===== src/rtl/tlpit_pkg.sv =====
`timescale 1ns/1ps
package tlpit_pkg;
  // register addresses
  localparam int ADR_CTRL  = 0;
  localparam int ADR_CHEN  = 1;
  localparam int ADR_IRQEN = 2;
  localparam int ADR_SEL   = 3;
  localparam int ADR_FLAG  = 4;
  localparam int ADR_MTLD  = 8;
  localparam int ADR_CHLD  = 16;

  // width of a channel's micro-timer select field
  function automatic int sel_bits(input int n);
    return (n > 1) ? $clog2(n) : 1;
  endfunction
endpackage


===== src/rtl/tlpit_regs.sv =====
`timescale 1ns/1ps
module tlpit_regs import tlpit_pkg::*; #(
  parameter int NUM_CH = 4,
  parameter int NUM_MT = 2,
  parameter int MT_W   = 8,
  parameter int CNT_W  = 16,
  parameter int ADDR_W = 5,
  parameter int DATA_W = 16,
  localparam int SEL_W = sel_bits(NUM_MT)
) (
  input  logic                              clk,
  input  logic                              rst,
  input  logic                              wr_en,
  input  logic                              rd_en,
  input  logic [ADDR_W-1:0]                 addr,
  input  logic [DATA_W-1:0]                 wr_data,
  input  logic [NUM_CH-1:0]                 flags,
  output logic [DATA_W-1:0]                 rd_data,
  output logic                              glb_en,
  output logic [NUM_CH-1:0]                 ch_en,
  output logic [NUM_CH-1:0]                 irq_en,
  output logic [NUM_CH-1:0][SEL_W-1:0]      ch_sel,
  output logic [NUM_MT-1:0][MT_W-1:0]       mt_load,
  output logic [NUM_CH-1:0][CNT_W-1:0]      ch_load,
  output logic [NUM_CH-1:0]                 w1c,
  output logic [NUM_CH-1:0]                 drop
);
  logic wr_ctrl, wr_chen, wr_irqen, wr_sel, wr_flag;
  logic [DATA_W-1:0] rd_mux;

  assign wr_ctrl  = wr_en && (addr == ADDR_W'(ADR_CTRL));
  assign wr_chen  = wr_en && (addr == ADDR_W'(ADR_CHEN));
  assign wr_irqen = wr_en && (addr == ADDR_W'(ADR_IRQEN));
  assign wr_sel   = wr_en && (addr == ADDR_W'(ADR_SEL));
  assign wr_flag  = wr_en && (addr == ADDR_W'(ADR_FLAG));

  // clear requests: explicit write-one-to-clear and 1->0 transitions of enables
  always_comb begin
    w1c  = wr_flag ? wr_data[NUM_CH-1:0] : '0;
    drop = '0;
    if (wr_chen)  drop = drop | (ch_en  & ~wr_data[NUM_CH-1:0]);
    if (wr_irqen) drop = drop | (irq_en & ~wr_data[NUM_CH-1:0]);
    if (wr_ctrl && glb_en && !wr_data[0]) drop = '1;
  end

  always_ff @(posedge clk) begin
    if (rst) begin
      glb_en  <= 1'b0;
      ch_en   <= '0;
      irq_en  <= '0;
      ch_sel  <= '0;
      mt_load <= '0;
      ch_load <= '0;
    end else if (wr_en) begin
      if (wr_ctrl)  glb_en <= wr_data[0];
      if (wr_chen)  ch_en  <= wr_data[NUM_CH-1:0];
      if (wr_irqen) irq_en <= wr_data[NUM_CH-1:0];
      if (wr_sel) begin
        for (int i = 0; i < NUM_CH; i++) ch_sel[i] <= wr_data[i*SEL_W +: SEL_W];
      end
      for (int m = 0; m < NUM_MT; m++) begin
        if (addr == ADDR_W'(ADR_MTLD + m)) mt_load[m] <= wr_data[MT_W-1:0];
      end
      for (int i = 0; i < NUM_CH; i++) begin
        if (addr == ADDR_W'(ADR_CHLD + i)) ch_load[i] <= wr_data[CNT_W-1:0];
      end
    end
  end

  always_comb begin
    rd_mux = '0;
    if (addr == ADDR_W'(ADR_CTRL))  rd_mux[0] = glb_en;
    if (addr == ADDR_W'(ADR_CHEN))  rd_mux[NUM_CH-1:0] = ch_en;
    if (addr == ADDR_W'(ADR_IRQEN)) rd_mux[NUM_CH-1:0] = irq_en;
    if (addr == ADDR_W'(ADR_FLAG))  rd_mux[NUM_CH-1:0] = flags;
    if (addr == ADDR_W'(ADR_SEL)) begin
      for (int i = 0; i < NUM_CH; i++) rd_mux[i*SEL_W +: SEL_W] = ch_sel[i];
    end
    for (int m = 0; m < NUM_MT; m++) begin
      if (addr == ADDR_W'(ADR_MTLD + m)) rd_mux[MT_W-1:0] = mt_load[m];
    end
    for (int i = 0; i < NUM_CH; i++) begin
      if (addr == ADDR_W'(ADR_CHLD + i)) rd_mux[CNT_W-1:0] = ch_load[i];
    end
  end

  always_ff @(posedge clk) begin
    if (rst)        rd_data <= '0;
    else if (rd_en) rd_data <= rd_mux;
  end
endmodule


===== src/rtl/tlpit_mtimer.sv =====
`timescale 1ns/1ps
module tlpit_mtimer #(
  parameter int MT_W = 8
) (
  input  logic            clk,
  input  logic            rst,
  input  logic            run,
  input  logic [MT_W-1:0] load,
  output logic            tick,
  output logic [MT_W-1:0] cnt_o
);
  logic [MT_W-1:0] cnt;

  assign tick  = run && (cnt == '0);
  assign cnt_o = cnt;

  // idle: track the load value so a start always begins from a full period
  always_ff @(posedge clk) begin
    if (rst)                cnt <= '0;
    else if (!run)          cnt <= load;
    else if (cnt == '0)     cnt <= load;
    else                    cnt <= cnt - 1'b1;
  end
endmodule


===== src/rtl/tlpit_chan.sv =====
`timescale 1ns/1ps
module tlpit_chan #(
  parameter int CNT_W = 16
) (
  input  logic             clk,
  input  logic             rst,
  input  logic             active,
  input  logic             tick,
  input  logic [CNT_W-1:0] load,
  input  logic             w1c,
  input  logic             drop,
  input  logic             ie,
  output logic             set_evt,
  output logic             flag,
  output logic             irq
);
  logic [CNT_W-1:0] cnt;

  assign set_evt = active && tick && (cnt == '0);
  assign irq     = flag & ie;

  always_ff @(posedge clk) begin
    if (rst) begin
      cnt  <= '0;
      flag <= 1'b0;
    end else begin
      if (!active)         cnt <= load;
      else if (tick)       cnt <= (cnt == '0) ? load : cnt - 1'b1;
      // a new expiry outranks any clear in the same cycle
      flag <= set_evt | (flag & ~w1c & ~drop);
    end
  end
endmodule


===== src/rtl/tlpit_top.sv =====
`timescale 1ns/1ps
module tlpit_top import tlpit_pkg::*; #(
  parameter int NUM_CH = 4,
  parameter int NUM_MT = 2,
  parameter int MT_W   = 8,
  parameter int CNT_W  = 16,
  parameter int ADDR_W = 5,
  parameter int DATA_W = 16
) (
  input  logic              clk,
  input  logic              rst,
  input  logic              wr_en,
  input  logic              rd_en,
  input  logic [ADDR_W-1:0] addr,
  input  logic [DATA_W-1:0] wr_data,
  output logic [DATA_W-1:0] rd_data,
  output logic [NUM_CH-1:0] irq
);
  localparam int SEL_W = sel_bits(NUM_MT);

  logic                          glb_en;
  logic [NUM_CH-1:0]             ch_en, irq_en, w1c, drop, flags, set_evt;
  logic [NUM_CH-1:0][SEL_W-1:0]  ch_sel;
  logic [NUM_MT-1:0][MT_W-1:0]   mt_load, mt_cnt;
  logic [NUM_CH-1:0][CNT_W-1:0]  ch_load;
  logic [NUM_MT-1:0]             mt_tick;

  tlpit_regs #(
    .NUM_CH(NUM_CH), .NUM_MT(NUM_MT), .MT_W(MT_W),
    .CNT_W(CNT_W), .ADDR_W(ADDR_W), .DATA_W(DATA_W)
  ) u_regs (
    .clk(clk), .rst(rst), .wr_en(wr_en), .rd_en(rd_en), .addr(addr),
    .wr_data(wr_data), .flags(flags), .rd_data(rd_data), .glb_en(glb_en),
    .ch_en(ch_en), .irq_en(irq_en), .ch_sel(ch_sel), .mt_load(mt_load),
    .ch_load(ch_load), .w1c(w1c), .drop(drop)
  );

  for (genvar gm = 0; gm < NUM_MT; gm++) begin : g_mt
    tlpit_mtimer #(.MT_W(MT_W)) u_mt (
      .clk(clk), .rst(rst), .run(glb_en), .load(mt_load[gm]),
      .tick(mt_tick[gm]), .cnt_o(mt_cnt[gm])
    );
  end

  for (genvar gi = 0; gi < NUM_CH; gi++) begin : g_ch
    logic sel_tick;
    assign sel_tick = (int'(ch_sel[gi]) < NUM_MT) ? mt_tick[ch_sel[gi]] : 1'b0;

    tlpit_chan #(.CNT_W(CNT_W)) u_ch (
      .clk(clk), .rst(rst), .active(glb_en & ch_en[gi]), .tick(sel_tick),
      .load(ch_load[gi]), .w1c(w1c[gi]), .drop(drop[gi]), .ie(irq_en[gi]),
      .set_evt(set_evt[gi]), .flag(flags[gi]), .irq(irq[gi])
    );
  end
endmodule


===== config.mk =====
export PLATFORM = sky130hd
export DESIGN_NAME = tlpit_top
export DESIGN_NICKNAME = d
export VERILOG_FILES = /design/src/rtl/tlpit_pkg.sv /design/src/rtl/tlpit_regs.sv /design/src/rtl/tlpit_mtimer.sv /design/src/rtl/tlpit_chan.sv /design/src/rtl/tlpit_top.sv
export SDC_FILE = /design/constraint.sdc
export NUM_CORES = 1
export LEC_CHECK = 0
export ABC_CLOCK_PERIOD_IN_PS = 5500
export BUFFER_PORTS_ARGS = -buffer_cell sky130_fd_sc_hd__buf_2
export CAP_MARGIN = 25
export CORE_MARGIN = 2
export CORE_UTILIZATION = 32
export CTS_CLUSTER_DIAMETER = 150
export DETAILED_ROUTE_END_ITERATION = 12
export HOLD_SLACK_MARGIN = 0.06
export PLACE_DENSITY = 0.56
export RECOVER_POWER = 25
export SYNTH_ARGS = -nofsm -noshare
export SYNTH_HDL_FRONTEND = slang
export SYNTH_SLANG_ARGS = --single-unit

===== constraint.sdc =====
create_clock -name clk -period 5.5 [get_ports clk]
set_input_delay 0.825 -clock clk [delete_from_list [all_inputs] [get_ports clk]]
set_output_delay 0.825 -clock clk [all_outputs]
set_load 0.02 [all_outputs]

==> run summary <==
The tools report the clock network power share as 0.434. Entering global routing, the biggest net connects 85 pins. Hold repair after CTS inserted 0 buffers. The TritonCTS sink count was 193; the growth of design area from synthesis to finish was 9.48%.

The area fraction of the dominant cell type after synthesis is 0.380. After clock tree synthesis, the clock-pin slew on the worst setup and hold paths is 0.07 ns. The primary flip-flop cell chosen by synthesis mapping was dfxtp_1. Per-cell routed wire length: 19.9 µm. Weighted congestion reported at the end of routability-driven placement: 0.876. Most frequently used cell type in the post-synthesis netlist: dfxtp_1. For the count of final hold-check violations, the log shows 0. For the detailed-placement wirelength estimate, the log shows 23.6 mm.

The clock tree synthesis step divided the H-tree into 4 levels. Mean instance size in the synthesized netlist: 8.03 µm². Counting every net in the synthesized netlist gives 1,304. The switching share of power works out to 0.269. In the final design database the tool counted 1,287 nets. Worst hold path class: flip-flop to flip-flop. The checks that failed: capacitance limit, slew limit. The worst setup margin was 1.52 ns. The count of warnings emitted by yosys came out at 0. The logic depth of the worst register-to-register path came out at 7.

The clock latency of the later-clocked register in the worst-skew pair was 0.45 ns; the average vias per placed instance was 5.70. After clock tree synthesis, the setup repair step added 0 buffers. The tools report the iteration-0 DRC count of the detailed router as 1,055.

Type of element launching the critical path: a primary input. The run gives 8,876 as the number of global-route vias before repair. For the overall die area, the log shows 33,200 µm². The logs give 7 for the first-pass iteration count of the detailed router and 0.000760 W for the power dissipated by switching net loads. The effective utilization at floorplan was 0.323.

The number of clock buffers inserted by TritonCTS is 17. Portion of the clock cycle consumed by the worst path in the final layout: 0.724. Endpoint of the worst register-to-register path: g_ch[2].u_ch.cnt[7].

Yosys mapped the design onto 72 distinct sky130hd cell types. TritonCTS built the clock tree. Largest buffer count on any clock path: 2.

The number of max-capacitance violations reported was 1; the number of diodes was 0. The worst vdd rail ir drop was 0.223 mV. The run gives 0.380 as the sequential share of the synthesized area. In the synthesized netlist, the number of instances is 1,267. For this run, design rule violations remaining after detail routing come to 0.

The run gives 10,200 µm² as the post-synthesis cell area. The utilization after layout is 0.354, and the placeable core region is 31,500 µm². The run gives 0.502 as the share of power burned in registers. The count of nets left with antenna violations once routing finished came out at 0. The count of final max-slew check failures was 38; the aggregate routed wire length was 33.2 mm.

Maximum fanout along the worst path: 37. The vertical die dimension came out at 182 µm. The setup path with the least slack is of type primary input to flip-flop.

Setup slack on the worst reg-to-reg path comes out at 2.70 ns. The clock period could shrink to 3.98 ns. For hold timing, the worst endpoint is g_ch[1].u_ch.cnt[15]. The completed layout was analyzed and its total power is 0.00282 W. The largest total area in the synthesized netlist belongs to dfxtp_1. For this run, the top clock speed supported by timing is 251 MHz. At the placement stage, the worst setup path has a slack of 2.24 ns.

The synthesized design contains 193 register bits. Pin placement for this block handled 45 I/O pins. The layout cell share with drive strength beyond 1 came out at 0.0918. The multi-input combinational cells in the finished layout cover a total of 5770 µm².

The headroom to the max-slew limit is -0.366, and the sequential standard cell area is 3860 µm². The async set-or-reset flop fraction in the synthesized netlist was 0; the first-pass GRT wire length was 52.4 mm. The logic gate share of total power came out at 0.064. The critical path starts at addr[1].

The tools report the number of antenna violations at the first check in global routing as 0. The pin slew with the least headroom to its limit was 2.05 ns. Setup violations remaining at the end of the flow were counted as 0. The number of instances on the worst hold path was 2.

Buffers placed on the I/O ports in this run total 44. In the post-synthesis netlist, the biggest area contributors are dfxtp_1 (38%), a21oi_1 (6.8%), nand2_1 (6.8%), mux2i_1 (4.9%), nor2_1 (3.7%). The internal portion of the total power is 0.00206 W. Dividing total power by cell area gives a power density of 253 nW/µm². Critical path data required time: 5.87 ns.

After floorplanning, the core was divided into 65 placement rows. Clock skew on the completed layout was measured at 0.0149 ns. The filler cells instantiated in the layout total 3,274. The worst setup path is captured at a flip-flop. The total overflow left after global routing is 0. In this run the critical register-to-register path is launched from g_ch[2].u_ch.cnt[0]. The total global-route track usage is 0.201, and the number of gates resized after CTS is 0. The leakage power summed over all cells is 3.78 nW.

The tools report the clock root buffer as clkbuf_16. Setup repair after global routing left no endpoint under its margin. The number of flops mapped to enable cells by yosys came out at 0. Detailed routing inserted a total of 9,493 vias. The run finished, with violations left. Setup total negative slack on the finished layout was measured at 0 ns.

In this run the horizontal extent of the chip is 182 µm. Counting instances in the post-synthesis netlist gives the leading cell types as dfxtp_1 (193), nand2_1 (184), a21oi_1 (138), nor2_1 (99), clkbuf_1 (76). Hold path startpoint: g_ch[1].u_ch.cnt[15].

The data arrival time of the worst path was 4.35 ns.
worst max-delay path by stage:
stage,cells after the start,endpoint
after floorplan,7,u_regs.ch_load[54]
after global placement,6,u_regs.mt_load[8]
after detailed placement,6,u_regs.mt_load[11]
after CTS,7,g_ch[2].u_ch.cnt[7]
after global routing,5,u_regs.ch_load[56]
final,5,u_regs.ch_load[56]
metal layers:
metal	routed length [µm]	part of all wire	vias up	GRT usage
met4	837	0.025	0	0.0690
met3	1740	0.053	41	0.0269
met2	15400	0.46	283	0.319
met1	15200	0.46	4560	0.281
li1	-	-	4609	-
met5	0	0	-	0
cell type report:
class | count | share of cell area
clock inverter | 14 | 0.0109
sequential | 193 | 0.347
timing repair buffer | 53 | 0.0236
tap | 402 | 0.0451
inverter | 48 | 0.0162
clock buffer | 18 | 0.0394
multi-input combinational | 937 | 0.518
power groups by stage:
stage / clock (W) / sequential, W / combinational, W
2_1_floorplan: 0 / 0.00145 / 0.000113
3_3_place_gp: 0 / 0.00145 / 0.000178
3_5_place_dp: 0 / 0.00145 / 0.000178
4_1_cts: 0.00125 / 0.00142 / 0.000179
5_1_grt: 0.00130 / 0.00142 / 0.000194
6_report: 0.00123 / 0.00142 / 0.000180
per-stage QoR:
| stage | std cells | hold slack, ns | instance area, µm² |
|---|---|---|---|
| floorplan | 1267 | 0.437 | 10200 |
| global placement | 1631 | 0.458 | 10600 |
| detailed placement | 1633 | 0.464 | 10600 |
| CTS | 1665 | 0.477 | 11200 |
| global route | 1665 | 0.505 | 11100 |
| finish | 1665 | 0.477 | 11100 |
cell usage in the layout (no fill, tap or decap), types with 8 or more instances in the layout:
master and count:
o221a_2 12, a21oi_1 138, nand4_1 17, mux2_2 18
a211oi_1 27, ha_1 12, nand3_1 40, mux2i_1 50
a22oi_1 8, dfxtp_1 193, nor3_1 27, o211ai_1 10
clkbuf_16 17, o21ai_0 30, and3_1 8, and2_1 15
nand2b_1 13, a31oi_1 12, nand2_1 184, or4_1 10
nor2_1 99, buf_2 21, clkbuf_1 24, o32ai_1 30
o21a_1 11, inv_1 48, nor4_1 28
sequential cells by signal, indices dropped and copies added (netlist names):
| register | flops |
|---|---|
| g_ch.u_ch.cnt | 64 |
| g_ch.u_ch.flag | 4 |
| g_mt.u_mt.cnt_o | 16 |
| u_regs.ch_en | 4 |
| u_regs.ch_load | 64 |
| u_regs.ch_sel | 4 |
| u_regs.glb_en | 1 |
| u_regs.irq_en | 4 |
| u_regs.mt_load | 16 |
| u_regs.rd_data | 16 |
critical path, stage by stage:
cell and delay, ns:
clkbuf_1 1.43, nand3_1 0.73, nor2_1 1.03, nand2_1 0.14, a21oi_1 0.16
cell families after synthesis:
| family | after synthesis | synth area share |
|---|---|---|
| adders and majority gates | 12 | 0.0148 |
| muxes | 71 | 0.0757 |
| AOI/OAI and AO/OA | 351 | 0.232 |
| xor gates and xnor gates | 11 | 0.00947 |
| buffers and inverters | 137 | 0.0537 |
| DFF | 193 | 0.380 |
| and+or+nand+nor | 492 | 0.234 |
No activity file was read; power rests on OpenSTA's default activity.
